<file path="src/rtl/nib_pkg.sv">
package nib_pkg;

   typedef enum logic [3:0] {
      OP_NOP  = 4'h0,
      OP_LDA  = 4'h1,
      OP_LDB  = 4'h2,
      OP_B2A  = 4'h3,
      OP_A2B  = 4'h4,
      OP_ADDA = 4'h5,
      OP_ADDB = 4'h6,
      OP_ANDA = 4'h7,
      OP_XORA = 4'h8,
      OP_ORA  = 4'h9,
      OP_INA  = 4'hA,
      OP_INB  = 4'hB,
      OP_SHWA = 4'hC,
      OP_SHWB = 4'hD,
      OP_JMP  = 4'hE,
      OP_JNV  = 4'hF
   } op_e;

   typedef enum logic [1:0] {
      FN_ADD,
      FN_AND,
      FN_OR,
      FN_XOR
   } alu_fn_e;

   typedef enum logic [1:0] {
      SRC_IMM,
      SRC_PEER,
      SRC_ALU,
      SRC_IN
   } src_e;

   typedef struct packed {
      logic    wr_a;
      src_e    a_src;
      logic    wr_b;
      src_e    b_src;
      logic    wr_disp;
      logic    disp_from_b;
      alu_fn_e fn;
      logic    flag_we;
      logic    jump;
      logic    jump_if_clr;
   } ctl_t;

endpackage

</file>
<file path="src/rtl/nib_store.sv">
module nib_store #(
   parameter int AW = 4,
   parameter int IW = 8
) (
   input  logic          clk,
   input  logic          we,
   input  logic [AW-1:0] waddr,
   input  logic [IW-1:0] wdata,
   input  logic [AW-1:0] raddr,
   output logic [IW-1:0] rdata
);
   localparam int DEPTH = 1 << AW;

   logic [IW-1:0] mem [DEPTH];

   always_ff @(posedge clk) begin
      if (we) mem[waddr] <= wdata;
   end

   assign rdata = mem[raddr];
endmodule

</file>
<file path="src/rtl/nib_decode.sv">
module nib_decode
   import nib_pkg::*;
(
   input  op_e  op,
   output ctl_t ctl
);
   always_comb begin
      ctl             = '0;
      ctl.a_src       = SRC_IMM;
      ctl.b_src       = SRC_IMM;
      ctl.fn          = FN_ADD;
      unique case (op)
         OP_NOP:  ;
         OP_LDA:  begin ctl.wr_a = 1'b1; ctl.a_src = SRC_IMM;  end
         OP_LDB:  begin ctl.wr_b = 1'b1; ctl.b_src = SRC_IMM;  end
         OP_B2A:  begin ctl.wr_a = 1'b1; ctl.a_src = SRC_PEER; end
         OP_A2B:  begin ctl.wr_b = 1'b1; ctl.b_src = SRC_PEER; end
         OP_ADDA: begin ctl.wr_a = 1'b1; ctl.a_src = SRC_ALU; ctl.fn = FN_ADD; ctl.flag_we = 1'b1; end
         OP_ADDB: begin ctl.wr_b = 1'b1; ctl.b_src = SRC_ALU; ctl.fn = FN_ADD; ctl.flag_we = 1'b1; end
         OP_ANDA: begin ctl.wr_a = 1'b1; ctl.a_src = SRC_ALU; ctl.fn = FN_AND; ctl.flag_we = 1'b1; end
         OP_XORA: begin ctl.wr_a = 1'b1; ctl.a_src = SRC_ALU; ctl.fn = FN_XOR; ctl.flag_we = 1'b1; end
         OP_ORA:  begin ctl.wr_a = 1'b1; ctl.a_src = SRC_ALU; ctl.fn = FN_OR;  ctl.flag_we = 1'b1; end
         OP_INA:  begin ctl.wr_a = 1'b1; ctl.a_src = SRC_IN;   end
         OP_INB:  begin ctl.wr_b = 1'b1; ctl.b_src = SRC_IN;   end
         OP_SHWA: begin ctl.wr_disp = 1'b1; end
         OP_SHWB: begin ctl.wr_disp = 1'b1; ctl.disp_from_b = 1'b1; end
         OP_JMP:  begin ctl.jump = 1'b1; end
         OP_JNV:  begin ctl.jump = 1'b1; ctl.jump_if_clr = 1'b1; end
         default: ;
      endcase
   end
endmodule

</file>
<file path="src/rtl/nib_alu.sv">
module nib_alu
   import nib_pkg::*;
#(
   parameter int DW     = 4,
   parameter bit RIPPLE = 1'b1
) (
   input  logic [DW-1:0] a,
   input  logic [DW-1:0] b,
   input  alu_fn_e       fn,
   output logic [DW-1:0] res,
   output logic          ovf
);
   logic [DW-1:0] sum;
   logic          cout;

   generate
      if (RIPPLE) begin : g_ripple
         always_comb begin
            logic c;
            c = 1'b0;
            for (int i = 0; i < DW; i++) begin
               sum[i] = a[i] ^ b[i] ^ c;
               c      = (a[i] & b[i]) | (c & (a[i] ^ b[i]));
            end
            cout = c;
         end
      end else begin : g_flat
         assign {cout, sum} = {1'b0, a} + {1'b0, b};
      end
   endgenerate

   always_comb begin
      res = sum;
      ovf = 1'b0;
      unique case (fn)
         FN_ADD: begin res = sum; ovf = cout; end
         FN_AND: res = a & b;
         FN_OR:  res = a | b;
         FN_XOR: res = a ^ b;
         default: ;
      endcase
   end
endmodule

</file>
<file path="src/rtl/nib_core.sv">
module nib_core
   import nib_pkg::*;
#(
   parameter int DW         = 4,
   parameter int AW         = 4,
   parameter int OPW        = 4,
   parameter bit ALU_RIPPLE = 1'b1
) (
   input  logic                clk,
   input  logic                rst,
   input  logic                ld_we,
   input  logic [AW-1:0]       ld_addr,
   input  logic [OPW+DW-1:0]   ld_data,
   input  logic [DW-1:0]       in_port,
   output logic [DW-1:0]       disp_o,
   output logic [AW-1:0]       pc_o,
   output logic                ovf_o
);
   localparam int IW = OPW + DW;

   generate
      if (AW != DW) begin : g_bad_aw
         $error("nib_core: jump targets come from the operand field, AW must equal DW");
      end
      if (OPW != 4) begin : g_bad_opw
         $error("nib_core: the decoder needs a 4-bit opcode field");
      end
   endgenerate

   logic [AW-1:0] pc_q;
   logic [DW-1:0] ra_q, rb_q, disp_q;
   logic          ovf_q;

   logic [IW-1:0]  instr;
   logic [OPW-1:0] op_raw;
   logic [DW-1:0]  imm;
   ctl_t           ctl;
   logic [DW-1:0]  alu_res;
   logic           alu_ovf;
   logic [DW-1:0]  a_nx, b_nx;
   logic           take;

   nib_store #(.AW(AW), .IW(IW)) u_store (
      .clk   (clk),
      .we    (ld_we & rst),
      .waddr (ld_addr),
      .wdata (ld_data),
      .raddr (pc_q),
      .rdata (instr)
   );

   assign op_raw = instr[IW-1 -: OPW];
   assign imm    = instr[DW-1:0];

   nib_decode u_dec (
      .op  (op_e'(op_raw)),
      .ctl (ctl)
   );

   nib_alu #(.DW(DW), .RIPPLE(ALU_RIPPLE)) u_alu (
      .a   (ra_q),
      .b   (rb_q),
      .fn  (ctl.fn),
      .res (alu_res),
      .ovf (alu_ovf)
   );

   always_comb begin
      unique case (ctl.a_src)
         SRC_IMM:  a_nx = imm;
         SRC_PEER: a_nx = rb_q;
         SRC_ALU:  a_nx = alu_res;
         SRC_IN:   a_nx = in_port;
         default:  a_nx = ra_q;
      endcase
      unique case (ctl.b_src)
         SRC_IMM:  b_nx = imm;
         SRC_PEER: b_nx = ra_q;
         SRC_ALU:  b_nx = alu_res;
         SRC_IN:   b_nx = in_port;
         default:  b_nx = rb_q;
      endcase
   end

   assign take = ctl.jump & (~ctl.jump_if_clr | ~ovf_q);

   always_ff @(posedge clk) begin
      if (rst) begin
         pc_q   <= '0;
         ra_q   <= '0;
         rb_q   <= '0;
         disp_q <= '0;
         ovf_q  <= 1'b0;
      end else begin
         pc_q <= take ? AW'(imm) : pc_q + 1'b1;
         if (ctl.wr_a)    ra_q   <= a_nx;
         if (ctl.wr_b)    rb_q   <= b_nx;
         if (ctl.wr_disp) disp_q <= ctl.disp_from_b ? rb_q : ra_q;
         if (ctl.flag_we) ovf_q  <= alu_ovf;
      end
   end

   assign disp_o = disp_q;
   assign pc_o   = pc_q;
   assign ovf_o  = ovf_q;
endmodule

</file>
<file path="config.mk">
export PLATFORM = sky130hd
export DESIGN_NAME = nib_core
export DESIGN_NICKNAME = d
export VERILOG_FILES = /design/src/rtl/nib_pkg.sv /design/src/rtl/nib_store.sv /design/src/rtl/nib_decode.sv /design/src/rtl/nib_alu.sv /design/src/rtl/nib_core.sv
export SDC_FILE = /design/constraint.sdc
export NUM_CORES = 1
export LEC_CHECK = 0
export ABC_AREA = 1
export CAP_MARGIN = 0
export CORE_MARGIN = 1.5
export CORE_UTILIZATION = 55
export DETAILED_ROUTE_END_ITERATION = 6
export DONT_BUFFER_PORTS = 1
export PLACE_DENSITY = 0.7
export SLEW_MARGIN = 0
export SYNTH_ARGS = -nofsm -noshare
export SYNTH_HDL_FRONTEND = slang
export SYNTH_SLANG_ARGS = --single-unit
</file>
<file path="constraint.sdc">
create_clock -name clk -period 2.4 [get_ports clk]
set_input_delay 0.24 -clock clk [delete_from_list [all_inputs] [get_ports clk]]
set_output_delay 0.24 -clock clk [all_outputs]
set_load 0.02 [all_outputs]
</file>
## Word level (Yosys, flattened, before mapping)

Memories as Yosys holds them, arrays and structs flattened. A register that Yosys moved wholly into a read port is not among the register bits.
Index checks and enable logic that the tools add are counted.

| word-level totals | value |
|---|---|
| input bits | 19 |
| RAM bits | 128 |
| flip-flop bits (word level) | 17 |
| logic and storage cells | 79 |
| output and inout port bits | 9 |
| memories kept | 1 |

| operators by class | value |
|---|---|
| add/subtract/negate cells | 1 |
| bitwise logic cells | 25 |
| reductions and logical operators | 7 |
| muxes and demuxes | 16 |
| eq/ne operators | 24 |

Memories:

| name | words | width | rd ports | clocked after memory_dff | write ports | line | RTL |
|---|---|---|---|---|---|---|---|
| u_store.mem | 16 | 8 | 1 | 1 | 1 | nib_store.sv:14 | `logic [IW-1:0] mem [DEPTH];` |

Operator list:

| cell | count |
|---|---|
| 4-bit one-hot mux with 4 select lines | 3 |
| 3-bit one-hot mux with 4 select lines | 3 |
| 4-bit == test (second input constant) | 8 |
| 4-bit by 3-bit == test with 1-bit output (second input constant) | 4 |
| 2-bit == test (second input constant) | 6 |
| 4-bit 2-to-1 mux | 3 |
| 1-bit bitwise AND | 9 |
| 4-bit by 2-bit == test with 1-bit output (second input constant) | 2 |
| 1-bit 2-to-1 mux | 7 |
| 1-bit bitwise XOR | 7 |
| 2-bit by 1-bit == test with 1-bit output (second input constant) | 3 |
| 2-bit logical NOT | 3 |
| 2-bit OR reduction | 3 |
| 4-bit by 1-bit adder with 4-bit output (second input constant) | 1 |
| 4-bit bitwise AND | 1 |
| 4-bit by 1-bit == test with 1-bit output (second input constant) | 1 |
| 1-bit OR | 4 |
| 4-bit OR | 1 |
| 4-bit OR reduction | 1 |
| 4-bit bitwise XOR | 1 |
| 1-bit NOT | 2 |

## Longest topological paths before layout

| depth | value |
|---|---|
| depth after elaboration | 8 |
| depth in mapped cells | 19 |

## Cells and area by module

A second synthesis with hierarchy kept.

| unflattened totals | value |
|---|---|
| cells, all modules | 777 |
| area total of the unflattened synthesis | 7136.8 µm² |

Modules (own cells, without submodules):

| module | cells an instance | area each (µm²) | seq. area each (µm²) | times used |
|---|---|---|---|---|
| nib_store | 543 | 5606.6 | 3843.7 | 1 |
| nib_core | 146 | 1016.0 | 340.3 | 1 |
| nib_alu | 51 | 342.8 | 0.0 | 1 |
| nib_decode | 37 | 171.4 | 0.0 | 1 |

## Worst setup path before layout

Ideal clock, no wire load.

| timing path | value |
|---|---|
| kind | reg-to-reg |
| from | reg, netlist name pc_o[1] |
| to | reg rb_q[3] |
| data arrival time | 2040 ps |
| buffers on the path | 2 |
| slack | 250 ps |
| stages on the path, launching flop included | 18 |
| data required time | 2290 ps |
| cells stage by stage | dfxtp_1 > buf_2 > buf_2 > nand3_1 > nand3_1 > nand3_1 > nand2_2 > inv_2 > nor2_8 > nand2_2 > nand2_2 > inv_2 > nand2_4 > nor2_1 > a21oi_1 > nand3_1 > nand2_1 > inv_1 |

RTL lines:

| element | line | RTL |
|---|---|---|
| end signal: assignment | nib_core.sv:97 | `if (ctl.wr_b) rb_q <= b_nx;` |
| end: declaration | nib_core.sv:31 | `logic [DW-1:0] ra_q, rb_q, disp_q;` |

==> flow_metrics.py <==
metrics = {
    "power": {
        "powerDensity_nw_per_um2": 1260,
        "p_leak_nw": 3.29,
        "power_mw": 10.2,
        "ir_drop_uv": 798,
    },
    "cts": {
        "clock-sinks": 145,
        "cts_tree": "built",
        "clockBufferDepth": 2,
        "clk_pin_slew_worst_paths_ns": 0.06,
        "ctsRootBufferMaster": "clkbuf_16",
        "worstSkewPairLatency_ns": 0.42,
        "cts_buffers": 17,
        "htree_num_levels": 4,
    },
    "floorplan": {
        "start_util_pct": 56.3,
        "die_w_um": 114,
        "core_area_um2": 12000,
        "row_count": 40,
        "die_h_um": 114,
        "die-area_um2": 13000,
        "io_pins": 28,
    },
    "timing": {
        "fin_worst_skew_ns": 0.00668,
        "hold_violations": 0,
        "fmax_mhz": 434,
        "slew_viol_final": 0,
        "tightest_slew_ns": 0.850,
        "fin_hold_ws_ns": 0.170,
        "finalSetupViolCount": 0,
        "final.period_utilization_pct": 96.1,
        "finalCriticalPeriod_ns": 2.31,
        "fin_ws_ns": 0.0935,
        "fin_setup_tns_ns": 0,
        "relSlewSlack_pct": 43.1,
    },
    "synth": {
        "syn-num-nets": 714,
        "synthCells": 683,
        "synth-seq-cells": 145,
        "ys_warn_count": 0,
        "seq_area_frac_synth_pct": 61.9,
        "synthDistinctLibCells": 34,
        "synth_area_um2": 6760,
        "avgSynthCellArea_um2": 9.90,
    },
    "grt": {
        "grt_pass1_vias": 4929,
        "grt_pass1_wl_mm": 26.1,
        "met3_usage_pct": 7.97,
        "grt_max_degree": 69,
        "busiest_layer": "met2",
        "gr-usage-met1_pct": 34.4,
        "met2_usage_pct": 45.5,
        "grt.overflow.total": 0,
        "antenna_found_initial": 0,
        "gr-usage-all-layers_pct": 27.5,
    },
    "place": {
        "post-dp-hpwl_mm": 10.9,
        "placed_cell_area_um2": 7200,
        "dp_cells": 853,
        "gp_congestion": 0.879,
        "placement.io_buffers": 0,
        "post-place-ws_ns": -0.0860,
    },
    "status": {
        "status": "completed",
    },
    "cells_and_area": {
        "area.growth.synth_to_final_pct": 20.0,
        "antenna_cells": 0,
        "postLayoutCellArea_um2": 8110,
        "layout.nets": 773,
        "post-route-util_pct": 67.5,
        "drive_gt1_share_pct": 16.3,
        "fin_cells": 902,
        "nFillCells": 918,
    },
    "drt": {
        "antenna_left": 0,
        "dr.pass1.iters": 5,
        "drt_iter0_drc": 396,
        "drc": 0,
        "via_count": 5084,
        "drt-total-wl_mm": 17.3,
        "wl_per_cell_um": 19.1,
        "vias_per_cell": 5.64,
    },
    "critical_path": {
        "crit_required_ns": 2.71,
        "crit_arrival_ns": 2.62,
        "path_class": "register to register",
        "end_kind": "register",
        "cp_max_fo": 11,
        "start_kind": "register",
    },
    "flow_run": {
        "max-cap-violations": 0,
    },
    "min_path": {
        "hold_class": "input pin to register",
    },
}
-- synthesized netlist by cell type, drive strengths merged --
cell type,n,share of area [%]
buf,16,1.4
a21oi,18,1.3
o221ai,9,1.2
o22ai,10,0.93
nand2,158,9.3
and2,1,0.093
dfxtp,17,5.0
inv,91,5.1
clkbuf,10,0.56
ha,9,1.7
o21ai,59,4.4
nor3,3,0.46
fa,3,0.89
nor2,63,3.9
o211a,1,0.15
or2,1,0.093
o211ai,4,0.44
edfxtp,128,57
xor2,1,0.13
xnor2,1,0.13
nand3b,2,0.22
nand3,78,5.8
-- worst max-delay path, cell delays in order, from the launching register on --
cell	delay, ns
dfxtp_4	0.44
clkinv_8	0.11
buf_4	0.16
nand2_1	0.06
nand3_1	0.09
nand3_1	0.15
nand3_2	0.12
nand2_4	0.13
inv_2	0.08
nor2_4	0.13
nand2_1	0.09
nand2_2	0.12
inv_2	0.06
buf_4	0.14
nor2_1	0.10
nand2_1	0.05
o21ai_1	0.07
a21oi_1	0.08
-- cell families after synthesis --
group / synth area share, %
flip-flops: 61.9
XOR/XNOR: 0.259
buffers and inverters: 7.03
AND/OR/NAND/NOR: 19.9
adder cells (fa/ha/maj): 2.55
AO/OA/AOI/OAI: 8.39
-- state kept, by name, indices dropped and copies added, names as in the netlist --
signal	count
pc_o	4
u_store.mem	128
rb_q	4
disp_o	4
ra_q	4
ovf_o	1
-- metal layers --
metal | routed length (µm) | vias up | share of wire, %
met5 | 0 | - | 0
met4 | 543 | 0 | 3.1
met3 | 1360 | 50 | 7.9
met2 | 8450 | 217 | 49
met1 | 6900 | 2389 | 40
li1 | - | 2428 | -
-- worst paths after layout --
| check | from | endpoint | slack [ns] | cells past startpoint |
|---|---|---|---|---|
| worst max-delay path | pc_o[0] | rb_q[0] | 0.09 | 17 |
| worst min-delay path | in_port[3] | rb_q[3] | 0.17 | 6 |
| worst max register to register | pc_o[0] | rb_q[0] | 0.09 | 17 |
| worst min register to register | disp_o[1] | disp_o[1] | 0.55 | 2 |
-- cell usage in the layout (no fill, tap or decap), types with 7 or more instances in the layout --
master / synthesis / layout
inv_2: 9 / 7
ha_1: 9 / 9
o22ai_1: 10 / 10
o21ai_0: 57 / 57
edfxtp_1: 128 / 128
nor2_1: 60 / 58
dlygate4sd3_1: 0 / 9
nand2_1: 149 / 147
o221ai_1: 9 / 9
dfxtp_1: 17 / 15
clkbuf_16: 0 / 19
nand3_1: 77 / 72
a21oi_1: 18 / 18
nand2_2: 7 / 8
buf_4: 4 / 51
inv_1: 82 / 82
-- power breakdown --
part | total, mW | internal (mW) | leakage, nW | switching (mW)
clock | 2.86 | 1.85 | 0.304 | 1.01
combinational | 4.33 | 1.61 | 1.69 | 2.73
sequential | 3.01 | 2.87 | 1.29 | 0.144
total | 10.2 | 6.32 | 3.29 | 3.89
-- cell type report --
| class | instances | area [µm²] | area share, % |
|---|---|---|---|
| Clock buffer | 19 | 433 | 5.34 |
| Inverter | 91 | 357 | 4.40 |
| Sequential cell | 145 | 4190 | 51.7 |
| Timing Repair Buffer | 65 | 574 | 7.08 |
| Tap cell | 147 | 184 | 2.27 |
| Clock inverter | 13 | 209 | 2.58 |
| Timing Repair inverter | 1 | 8.76 | 0.108 |
| Multi-Input combinational cell | 421 | 2150 | 26.6 |
-- timing repair --
| item | in CTS | in global routing |
|---|---|---|
| hold buffers | 9 | 0 |
| gates resized for setup | 1 | 20 |
| buffers inserted | 0 | 5 |
| setup endpoints to repair | 8 | 13 |
| hold endpoints to repair | 129 | 0 |
| pin swaps | 0 | 2 |
| cloned | 0 | 3 |
(Power assumes the default switching activity.)
